===== config.mk =====
export PLATFORM = sky130hd
export DESIGN_NAME = edge_qualifier
export DESIGN_NICKNAME = d
export VERILOG_FILES = /design/src/rtl/edge_qual_pkg.sv /design/src/rtl/edge_qual_dp.sv /design/src/rtl/edge_qual_ctrl.sv /design/src/rtl/edge_qualifier.sv
export SDC_FILE = /design/constraint.sdc
export NUM_CORES = 1
export LEC_CHECK = 0
export ABC_AREA = 1
export CORE_MARGIN = 2
export CORE_UTILIZATION = 30
export CTS_BUF_LIST = sky130_fd_sc_hd__clkbuf_4 sky130_fd_sc_hd__clkbuf_8 sky130_fd_sc_hd__clkbuf_16
export CTS_CLUSTER_SIZE = 20
export DETAILED_ROUTE_END_ITERATION = 6
export GPL_TIMING_DRIVEN = 0
export PLACE_DENSITY_LB_ADDON = 0.2
export RECOVER_POWER = 50
export SKIP_CTS_REPAIR_TIMING = 1
export SLEW_MARGIN = 10
export SYNTH_ARGS = -nofsm -noshare
export SYNTH_HDL_FRONTEND = slang
export SYNTH_SLANG_ARGS = --single-unit

===== constraint.sdc =====
create_clock -name clk -period 7.2 [get_ports clk]
set_input_delay 1.8 -clock clk [delete_from_list [all_inputs] [get_ports clk]]
set_output_delay 1.8 -clock clk [all_outputs]
set_load 0.01 [all_outputs]

===== src/rtl/edge_qual_pkg.sv =====
package edge_qual_pkg;

  localparam int CODE_W    = 4;
  localparam int CFG_W     = 2 * CODE_W;
  localparam int MAX_TICKS = 500;
  localparam int CNT_W     = $clog2(MAX_TICKS + 1);

  typedef enum logic [1:0] {
    ST_LOW       = 2'd0,
    ST_RISE_WAIT = 2'd1,
    ST_HIGH      = 2'd2,
    ST_FALL_WAIT = 2'd3
  } qualState_t;

  // strobes from control to datapath
  typedef struct packed {
    logic cntClear;
    logic cntInc;
    logic selFall;
  } dpCtrl_t;

  // code to tick count
  function automatic logic [CNT_W-1:0] codeTicks(input logic [CODE_W-1:0] code);
    logic [CNT_W-1:0] t;
    case (code)
      4'd0:    t = CNT_W'(0);
      4'd1:    t = CNT_W'(1);
      4'd2:    t = CNT_W'(2);
      4'd3:    t = CNT_W'(5);
      4'd4:    t = CNT_W'(10);
      4'd5:    t = CNT_W'(20);
      4'd6:    t = CNT_W'(30);
      4'd7:    t = CNT_W'(40);
      4'd8:    t = CNT_W'(50);
      4'd9:    t = CNT_W'(75);
      4'd10:   t = CNT_W'(100);
      4'd11:   t = CNT_W'(150);
      4'd12:   t = CNT_W'(200);
      4'd13:   t = CNT_W'(300);
      4'd14:   t = CNT_W'(400);
      default: t = CNT_W'(MAX_TICKS);
    endcase
    return t;
  endfunction

endpackage


===== src/rtl/edge_qual_dp.sv =====
module edge_qual_dp
  import edge_qual_pkg::*;
#(
  parameter int CW = CODE_W,
  parameter int NW = CNT_W
) (
  input  logic          clk,
  input  logic          rstN,
  input  logic          tickMs,
  input  logic [CW-1:0] riseCode,
  input  logic [CW-1:0] fallCode,
  input  dpCtrl_t       ctrl,
  output logic          timerHit,
  output logic          riseZero,
  output logic          fallZero
);

  logic [NW-1:0] tickCnt;
  logic [NW-1:0] target;
  logic [NW:0]   cntPlus;

  assign riseZero = (riseCode == '0);
  assign fallZero = (fallCode == '0);
  assign target   = codeTicks(ctrl.selFall ? fallCode : riseCode);
  assign cntPlus  = {1'b0, tickCnt} + 1'b1;
  // a zero target expires at once; otherwise the tick that reaches it does
  assign timerHit = (target == '0) || (tickMs && (cntPlus >= {1'b0, target}));

  always_ff @(posedge clk) begin
    if (!rstN || ctrl.cntClear) begin
      tickCnt <= '0;
    end else if (ctrl.cntInc && tickMs && !cntPlus[NW]) begin
      tickCnt <= cntPlus[NW-1:0];
    end
  end

endmodule


===== src/rtl/edge_qual_ctrl.sv =====
module edge_qual_ctrl
  import edge_qual_pkg::*;
(
  input  logic    clk,
  input  logic    rstN,
  input  logic    dataIn,
  input  logic    timerHit,
  input  logic    riseZero,
  input  logic    fallZero,
  output dpCtrl_t ctrl,
  output logic    qualOut
);

  qualState_t state, stateNext;

  always_comb begin
    stateNext     = state;
    ctrl          = '0;
    case (state)
      ST_LOW: begin
        if (dataIn) begin
          stateNext     = riseZero ? ST_HIGH : ST_RISE_WAIT;
          ctrl.cntClear = 1'b1;
        end
      end
      ST_RISE_WAIT: begin
        ctrl.cntInc = 1'b1;
        if (!dataIn)       stateNext = ST_LOW;
        else if (timerHit) stateNext = ST_HIGH;
      end
      ST_HIGH: begin
        ctrl.selFall = 1'b1;
        if (!dataIn) begin
          stateNext     = fallZero ? ST_LOW : ST_FALL_WAIT;
          ctrl.cntClear = 1'b1;
        end
      end
      default: begin
        ctrl.selFall = 1'b1;
        ctrl.cntInc  = 1'b1;
        if (dataIn)        stateNext = ST_HIGH;
        else if (timerHit) stateNext = ST_LOW;
      end
    endcase
  end

  always_ff @(posedge clk) begin
    if (!rstN) begin
      state   <= ST_LOW;
      qualOut <= 1'b0;
    end else begin
      state   <= stateNext;
      qualOut <= (stateNext == ST_HIGH) || (stateNext == ST_FALL_WAIT);
    end
  end

endmodule


===== src/rtl/edge_qualifier.sv =====
module edge_qualifier
  import edge_qual_pkg::*;
(
  input  logic             clk,
  input  logic             rstN,
  input  logic             tickMs,
  input  logic             dataIn,
  input  logic [CFG_W-1:0] delayCfg,
  output logic             qualOut
);

  dpCtrl_t dpCtrl;
  logic    timerHit;
  logic    riseZero;
  logic    fallZero;

  edge_qual_dp u_dp (
    .clk      (clk),
    .rstN     (rstN),
    .tickMs   (tickMs),
    .riseCode (delayCfg[CODE_W-1:0]),
    .fallCode (delayCfg[CFG_W-1:CODE_W]),
    .ctrl     (dpCtrl),
    .timerHit (timerHit),
    .riseZero (riseZero),
    .fallZero (fallZero)
  );

  edge_qual_ctrl u_ctrl (
    .clk      (clk),
    .rstN     (rstN),
    .dataIn   (dataIn),
    .timerHit (timerHit),
    .riseZero (riseZero),
    .fallZero (fallZero),
    .ctrl     (dpCtrl),
    .qualOut  (qualOut)
  );

endmodule


==> results.py, run 1 <==
metrics = {
    "drt": {
        "drtPass1Iterations": 4,
        "drt-vias-per-instance": 4.558,
        "ant_nets": 0,
        "route.detailed.wl_per_inst_um": 9.601,
        "wl_um": 2650,
        "drt_iter0_drc": 57,
        "drcViolationCount": 0,
        "vias": 1258,
    },
    "sta": {
        "fin_crit_sh_pct": 60.53,
        "finalHoldViolations": 0,
        "worst_pin_slew_ps": 522.6,
        "slew_violations": 0,
        "rsz0062_at_grt": "no",
        "max_freq_mhz": 229.5,
        "fin_skew_ps": 3.949,
        "fin_crit_ps": 4358,
        "fin_setup_tns_ps": 0,
        "setup_viol": 0,
        "slew_headroom_pct": 65.03,
    },
    "worst_setup_path": {
        "endpoint_kind": "flip-flop",
        "cp-start-kind": "primary input",
        "path_max_fanout": 6,
        "r2r_setup_slack_ps": 4430,
        "rr_endpoint": "u_ctrl.qualOut$_SDFF_PN0_",
        "worstSetupPathType": "primary input to flip-flop",
        "regToRegStartpoint": "u_ctrl.state[1]$_SDFF_PN0_",
        "crit_required_ps": 7330,
        "crit_arrival_ps": 4490,
        "setup.worst_path.start": "delayCfg[4]",
        "reg2reg_depth": 20,
    },
    "floorplan": {
        "num_io_pins": 13,
        "core_um2": 4324,
        "dieArea_um2": 4995,
        "die_w_um": 70.68,
        "rows": 24,
        "start_util_pct": 30.84,
        "die_height_um": 70.68,
    },
    "layout": {
        "drive_above_1_share_pct": 12.50,
        "diodes": 0,
        "fin_util_pct": 36.08,
        "syn2layout_area_growth_pct": 16.98,
        "final_nets": 255,
    },
    "synthesis": {
        "synthMuxAreaShare_pct": 0,
        "synth_xor_xnor_area_share_pct": 3.940,
        "ys_warn_count": 0,
        "synthSimpleGateAreaFrac_pct": 39.21,
        "syn_avg_cell_area_um2": 6.382,
        "synth_fa_ha_area_share_pct": 15.95,
        "synth-seq-cells": 12,
        "synthCells": 209,
        "synth_area_um2": 1334,
        "synth_cell_types": 25,
        "synth_top_family_by_area": "simple AND/OR/NAND/NOR gates",
        "ys_seq_area_share_pct": 18.01,
        "synth_compound_area_share_pct": 11.91,
        "synth.net_count": 238,
    },
    "clock_tree": {
        "cts_root_buf": "clkbuf_8",
        "cts_tree": "yes",
        "path_clk_slew_ps": 50,
        "cts_inserted_buffers": 3,
        "clkSinkCount": 12,
        "clk_path_buf_depth": 2,
        "clk_latency_ps": 240,
        "htree_levels": 1,
    },
    "grt": {
        "grt_use_total_pct": 11.67,
        "antenna_found_initial": 0,
        "grt_overflow": 0,
        "grt_pass1_vias": 1187,
        "grt_max_degree": 11,
        "grt_pass1_wl_um": 4850,
    },
    "min_path": {
        "min_path_type": "flip-flop to flip-flop",
        "hold_end": "u_dp.tickCnt[4]$_SDFFE_PP0P_",
        "hold_start": "u_dp.tickCnt[4]$_SDFFE_PP0P_",
        "holdPathStages": 2,
    },
    "placed_design": {
        "gp_congestion": 0.7707,
        "io_buffers": 12,
        "dp_hpwl_um": 2223,
    },
    "pwr": {
        "cellPowerDensity_nw_per_um2": 141.4,
        "p_leak_nw": 0.8300,
        "finalPower_uw": 220.6,
        "ir_drop_v": 0.00006072,
    },
    "job": {
        "drv_cap": 0,
    },
    "outcome": {
        "run_status": "finished clean",
    },
}
-- layer usage --
metal  GRT usage (%)  vias up  part of all wire, %
li1                -      692                    -
met1           15.28      548                   50
met2           20.02       16                   47
met3           3.134        2                  3.2
met4           1.258        0                 0.26
met5               0        -                    0
-- worst max path at each step --
stage / end / cells after the start
after floorplan: u_ctrl.qualOut$_SDFF_PN0_ / 20
after global placement: u_ctrl.qualOut$_SDFF_PN0_ / 22
after detailed placement: u_ctrl.qualOut$_SDFF_PN0_ / 21
after CTS: u_ctrl.qualOut$_SDFF_PN0_ / 21
after global routing: u_ctrl.qualOut$_SDFF_PN0_ / 23
final: u_ctrl.qualOut$_SDFF_PN0_ / 21
-- critical path: stages --
cell	delay, ps
clkdlybuf4s50_1	450
inv_1	60
o21ai_1	430
ha_1	330
nand3_1	100
nand2_1	50
inv_1	60
nand2_2	60
ha_1	260
nand2_1	80
inv_1	40
a21oi_1	130
nand2_1	60
nand2_1	50
nand2_1	50
nand2_1	50
nand2_1	40
nand2_1	100
nand2_2	70
a21oi_2	140
nor2_1	50
-- final cells by class --
| cell class | instances | area [um^2] |
|---|---|---|
| Timing Repair Buffer | 12 | 120.1 |
| Fill cell | 493 | 2764 |
| Buffer | 1 | 11.26 |
| Clock buffer | 3 | 41.29 |
| Tap cell | 52 | 65.06 |
| Multi-Input combinational cell | 160 | 947.2 |
| Inverter | 36 | 135.1 |
| Sequential cell | 12 | 240.2 |
-- where the power goes --
group / switching (mW) / internal, mW
Combinational: 0.0527 / 0.0336
Sequential: 0.00314 / 0.0700
Clock: 0.0243 / 0.0368
Total: 0.0801 / 0.141
-- per-stage QoR --
stage                     setup WS (ps)  instances  cell area (um^2)  hold WS [ps]
final                              2842        276              1560         469.1
after global routing               2476        276              1560         509.4
after CTS                          2792        276              1560         468.4
after detailed placement           2543        273              1519         459.8
after global placement             2513        273              1519         459.3
after floorplan                    3361        209              1334         437.6
-- kinds of logic (layout without fill, tap and decap cells) --
| kind of cell | count (synthesis) | in the layout |
|---|---|---|
| AND/OR/NAND/NOR | 111 | 111 |
| buffers and inverters | 37 | 52 |
| AO/OA/AOI/OAI | 26 | 26 |
| adder cells (fa/ha/maj) | 17 | 17 |
| flip-flops | 12 | 12 |
| XOR/XNOR | 6 | 6 |
-- synthesized netlist by cell type --
cell | n | share of area [%]
nand2_1 | 58 | 16
inv_1 | 34 | 9.6
nor2_1 | 20 | 5.6
ha_1 | 17 | 16
dfxtp_1 | 12 | 18
nand3_1 | 12 | 4.5
o21ai_0 | 11 | 4.1
nand2_2 | 8 | 3.8
a21oi_1 | 7 | 2.6
xor2_1 | 5 | 3.3
nand2_4 | 4 | 3.4
nor2_2 | 3 | 1.4
inv_2 | 2 | 0.56
nand3_2 | 2 | 1.5
nand4_1 | 2 | 0.94
o21ai_1 | 2 | 0.75
o21ai_2 | 2 | 1.3
a21oi_2 | 1 | 0.66
buf_6 | 1 | 0.84
nand3_4 | 1 | 1.3
nor4_1 | 1 | 0.47
o211ai_1 | 1 | 0.56
o21ai_4 | 1 | 1.2
o32ai_1 | 1 | 0.66
xnor2_1 | 1 | 0.66
-- layout by cell type (no fill, tap or decap), drive strengths merged, types with 2 or more instances in the layout --
master / n
dlygate4sd3: 2
xor2: 5
inv: 36
o21ai: 16
clkdlybuf4s50: 10
a21oi: 8
nand2: 70
nand4: 2
clkbuf: 3
ha: 17
dfxtp: 12
nor2: 23
nand3: 15
-- flip-flops by register name (all words and copies together) (netlist names) --
name and flops:
u_ctrl.qualOut 1, u_ctrl.state 2, u_dp.tickCnt 9
Note: power is estimated with default switching activity, not from simulation.
==> inputs of run 2 (changes only) <==
clock period = 3.67 ns   (was 7.2 ns; I/O delays follow)
==> run 2 against run 1 <==
Against the previous run:
- clock skew hardly changed
- critical endpoint unchanged
- hold slack improved by 2.8 ps
- largest power group unchanged
- first-iteration DRC count decreased by 26%
- utilization grew 0.43 points
- cell area rose by 1.2%
- final cell count up 0.72%
- die area did not move
- via count grew 0.72%
- sequential share of layout area is 0.18 points lower
- flip-flop and latch count stayed put
==> results.py, run 2 (synthesis gave the netlist of run 1 again) <==
metrics = {
    "outcome": {
        "run_status": "finished clean",
    },
    "clock_tree": {
        "cts_inserted_buffers": 3,
        "clkSinkCount": 12,
        "clk_latency_ps": 240,
        "cts_tree": "yes",
        "clk_path_buf_depth": 2,
        "path_clk_slew_ps": 50,
        "htree_levels": 1,
        "cts_root_buf": "clkbuf_8",
    },
    "sta": {
        "fin_crit_sh_pct": 90.64,
        "fin_crit_ps": 3327,
        "setup_viol": 0,
        "worst_pin_slew_ps": 523.3,
        "finalHoldViolations": 0,
        "slew_violations": 0,
        "slew_headroom_pct": 64.98,
        "max_freq_mhz": 300.6,
        "fin_skew_ps": 3.522,
        "rsz0062_at_grt": "no",
    },
    "grt": {
        "grt_overflow": 0,
        "grt_pass1_vias": 1187,
        "grt_pass1_wl_um": 4850,
        "grt_max_degree": 11,
        "grt_use_total_pct": 11.67,
        "antenna_found_initial": 0,
    },
    "worst_setup_path": {
        "cp_slowest_cell": "clkdlybuf4s50_1",
        "path_max_fanout": 6,
        "cpPeakStageDelay_ps": 450,
        "endpoint_kind": "flip-flop",
        "crit_required_ps": 3800,
        "cp-start-kind": "primary input",
        "crit_chain": "clkdlybuf4s50_1 > inv_1 > o21ai_2 > ha_1 > nand3_1 > nand2_1 > inv_1 > nand2_2 > ha_1 > nand2_1 > inv_1 > a21oi_1 > nand2_1 > nand2_1 > nand2_1 > nand2_1 > nand2_1 > nand2_1 > nand2_2 > a21oi_2 > nor2_1",
        "crit_arrival_ps": 3460,
        "crit_family": "simple AND/OR/NAND/NOR gates",
        "path_common_cell": "nand2_1",
        "worstSetupPathType": "primary input to flip-flop",
        "critPathBufInv": 4,
    },
    "floorplan": {
        "rows": 24,
        "core_um2": 4324,
        "num_io_pins": 13,
        "die_w_um": 70.68,
        "die_height_um": 70.68,
        "dieArea_um2": 4995,
        "start_util_pct": 30.84,
    },
    "drt": {
        "vias": 1267,
        "ant_nets": 0,
        "wl_um": 2663,
        "drtPass1Iterations": 4,
        "route.detailed.wl_per_inst_um": 9.579,
        "drt_iter0_drc": 42,
        "drcViolationCount": 0,
        "drt-vias-per-instance": 4.558,
    },
    "layout": {
        "drive_above_1_share_pct": 13.72,
        "reg.largest.list": "u_dp.tickCnt: 9 flops, u_ctrl.state: 2 flops, u_ctrl.qualOut: 1 flops",
        "syn2layout_area_growth_pct": 18.39,
        "stdcell_area_um2": 1579,
        "regMostFlops": "u_dp.tickCnt",
        "fin_util_pct": 36.52,
        "largest_reg_flops": 9,
        "diodes": 0,
        "final_nets": 257,
        "layout_common_cells": "nand2_1, inv_1, nor2_1, ha_1",
        "final_common_cell": "nand2_1",
        "final-instance-count-excl-fill": 278,
    },
    "placed_design": {
        "io_buffers": 12,
        "dp_hpwl_um": 2223,
        "postPlaceCellArea_um2": 1519,
        "dpl.cell_count": 273,
        "gp_congestion": 0.7707,
    },
    "pwr": {
        "cellPowerDensity_nw_per_um2": 276.3,
        "ir_drop_v": 0.0001191,
        "power_frac_clock_pct": 27.4,
        "p_leak_nw": 0.8411,
        "switching_share_pct": 36.20,
        "cellInternalPower_uw": 278.3,
        "seqPwrFrac_pct": 32.9,
        "power.switching_uw": 157.9,
        "comb_power_share_pct": 39.7,
        "finalPower_uw": 436.3,
    },
    "min_path": {
        "min_path_type": "flip-flop to flip-flop",
    },
    "job": {
        "drv_cap": 0,
    },
}
run 2: cell types whose count changed in the layout (fill, tap and decap cells not counted):
cell / before / now
buf_4: 0 / 2
o21ai_1: 2 / 1
o21ai_2: 2 / 3
run 2: routing by layer:
| metal | GRT usage, % | up-vias | wire (um) |
|---|---|---|---|
| li1 | - | 695 | - |
| met1 | 15.28 | 557 | 1343 |
| met2 | 20.02 | 13 | 1239 |
| met3 | 3.134 | 2 | 72 |
| met4 | 1.258 | 0 | 7 |
| met5 | 0 | - | 0 |
run 2: metrics by stage:
step / setup slack (ps) / hold WS, ps / TNS [ps]
floorplan: 713.5 / 437.6 / 0
global placement: -134.7 / 459.3 / -311.2
detailed placement: -104.9 / 459.8 / -220.0
CTS: 144.8 / 468.4 / 0
global route: 13.37 / 509.4 / 0
finish: 343.4 / 471.9 / 0
run 2: path summary, 6_finish.rpt:
| check | depth (start not counted) | slack, ps | end | from |
|---|---|---|---|---|
| worst min register to register | 2 | 470 | u_dp.tickCnt[4]$_SDFFE_PP0P_ | u_dp.tickCnt[4]$_SDFFE_PP0P_ |
| worst min-delay path | 2 | 470 | u_dp.tickCnt[4]$_SDFFE_PP0P_ | u_dp.tickCnt[4]$_SDFFE_PP0P_ |
| worst max register to register | 23 | 1070 | u_ctrl.qualOut$_SDFF_PN0_ | u_ctrl.state[1]$_SDFF_PN0_ |
| worst max-delay path | 21 | 340 | u_ctrl.qualOut$_SDFF_PN0_ | delayCfg[4] |
run 2: layout make-up:
| type | count | area (um^2) |
|---|---|---|
| buffer | 1 | 11.26 |
| tap | 52 | 65.06 |
| timing repair buffer | 14 | 135.1 |
| inverter | 36 | 135.1 |
| multi-input combinational | 160 | 950.9 |
| fill | 490 | 2745 |
| sequential | 12 | 240.2 |
| clock buffer | 3 | 41.29 |
run 2: worst register-to-register path, cell delays in order, from the launching register on:
cell and delay, ps:
dfxtp_1 340, buf_6 170, nand2_2 80, o21ai_4 70
inv_1 100, ha_1 290, inv_1 50, nand3_1 70
nand2_1 50, inv_1 60, nand2_2 60, ha_1 260
nand2_1 80, inv_1 40, a21oi_1 130, nand2_1 60
nand2_1 50, nand2_1 50, nand2_1 50, nand2_1 40
nand2_1 100, nand2_2 70, a21oi_2 140, nor2_1 50
run 2: power by group through the flow:
stage / Combinational, mW / Sequential (mW) / Clock (mW)
4_1_cts: 0.174 / 0.143 / 0.123
3_5_place_dp: 0.173 / 0.146 / 0
5_1_grt: 0.205 / 0.145 / 0.128
6_report: 0.173 / 0.144 / 0.120
3_3_place_gp: 0.172 / 0.146 / 0
2_1_floorplan: 0.129 / 0.145 / 0
==> inputs of run 3 (changes only) <==
CAP_MARGIN = 20   (was default)
clock period = 4.23 ns   (was 3.67 ns; I/O delays follow)
==> results of run 3 <==
Same layout as run 1 (identical final DEF). Status: finished clean.
Among the figures that moved: setup slack after placement 2543 ps -> 315.1 ps; setup slack after layout 2842 ps -> 614.6 ps; register-to-register setup slack 4430 ps -> 1460 ps; total power 0.2206 mW -> 0.3755 mW; worst IR drop on VDD 0.00006072 V -> 0.0001033 V
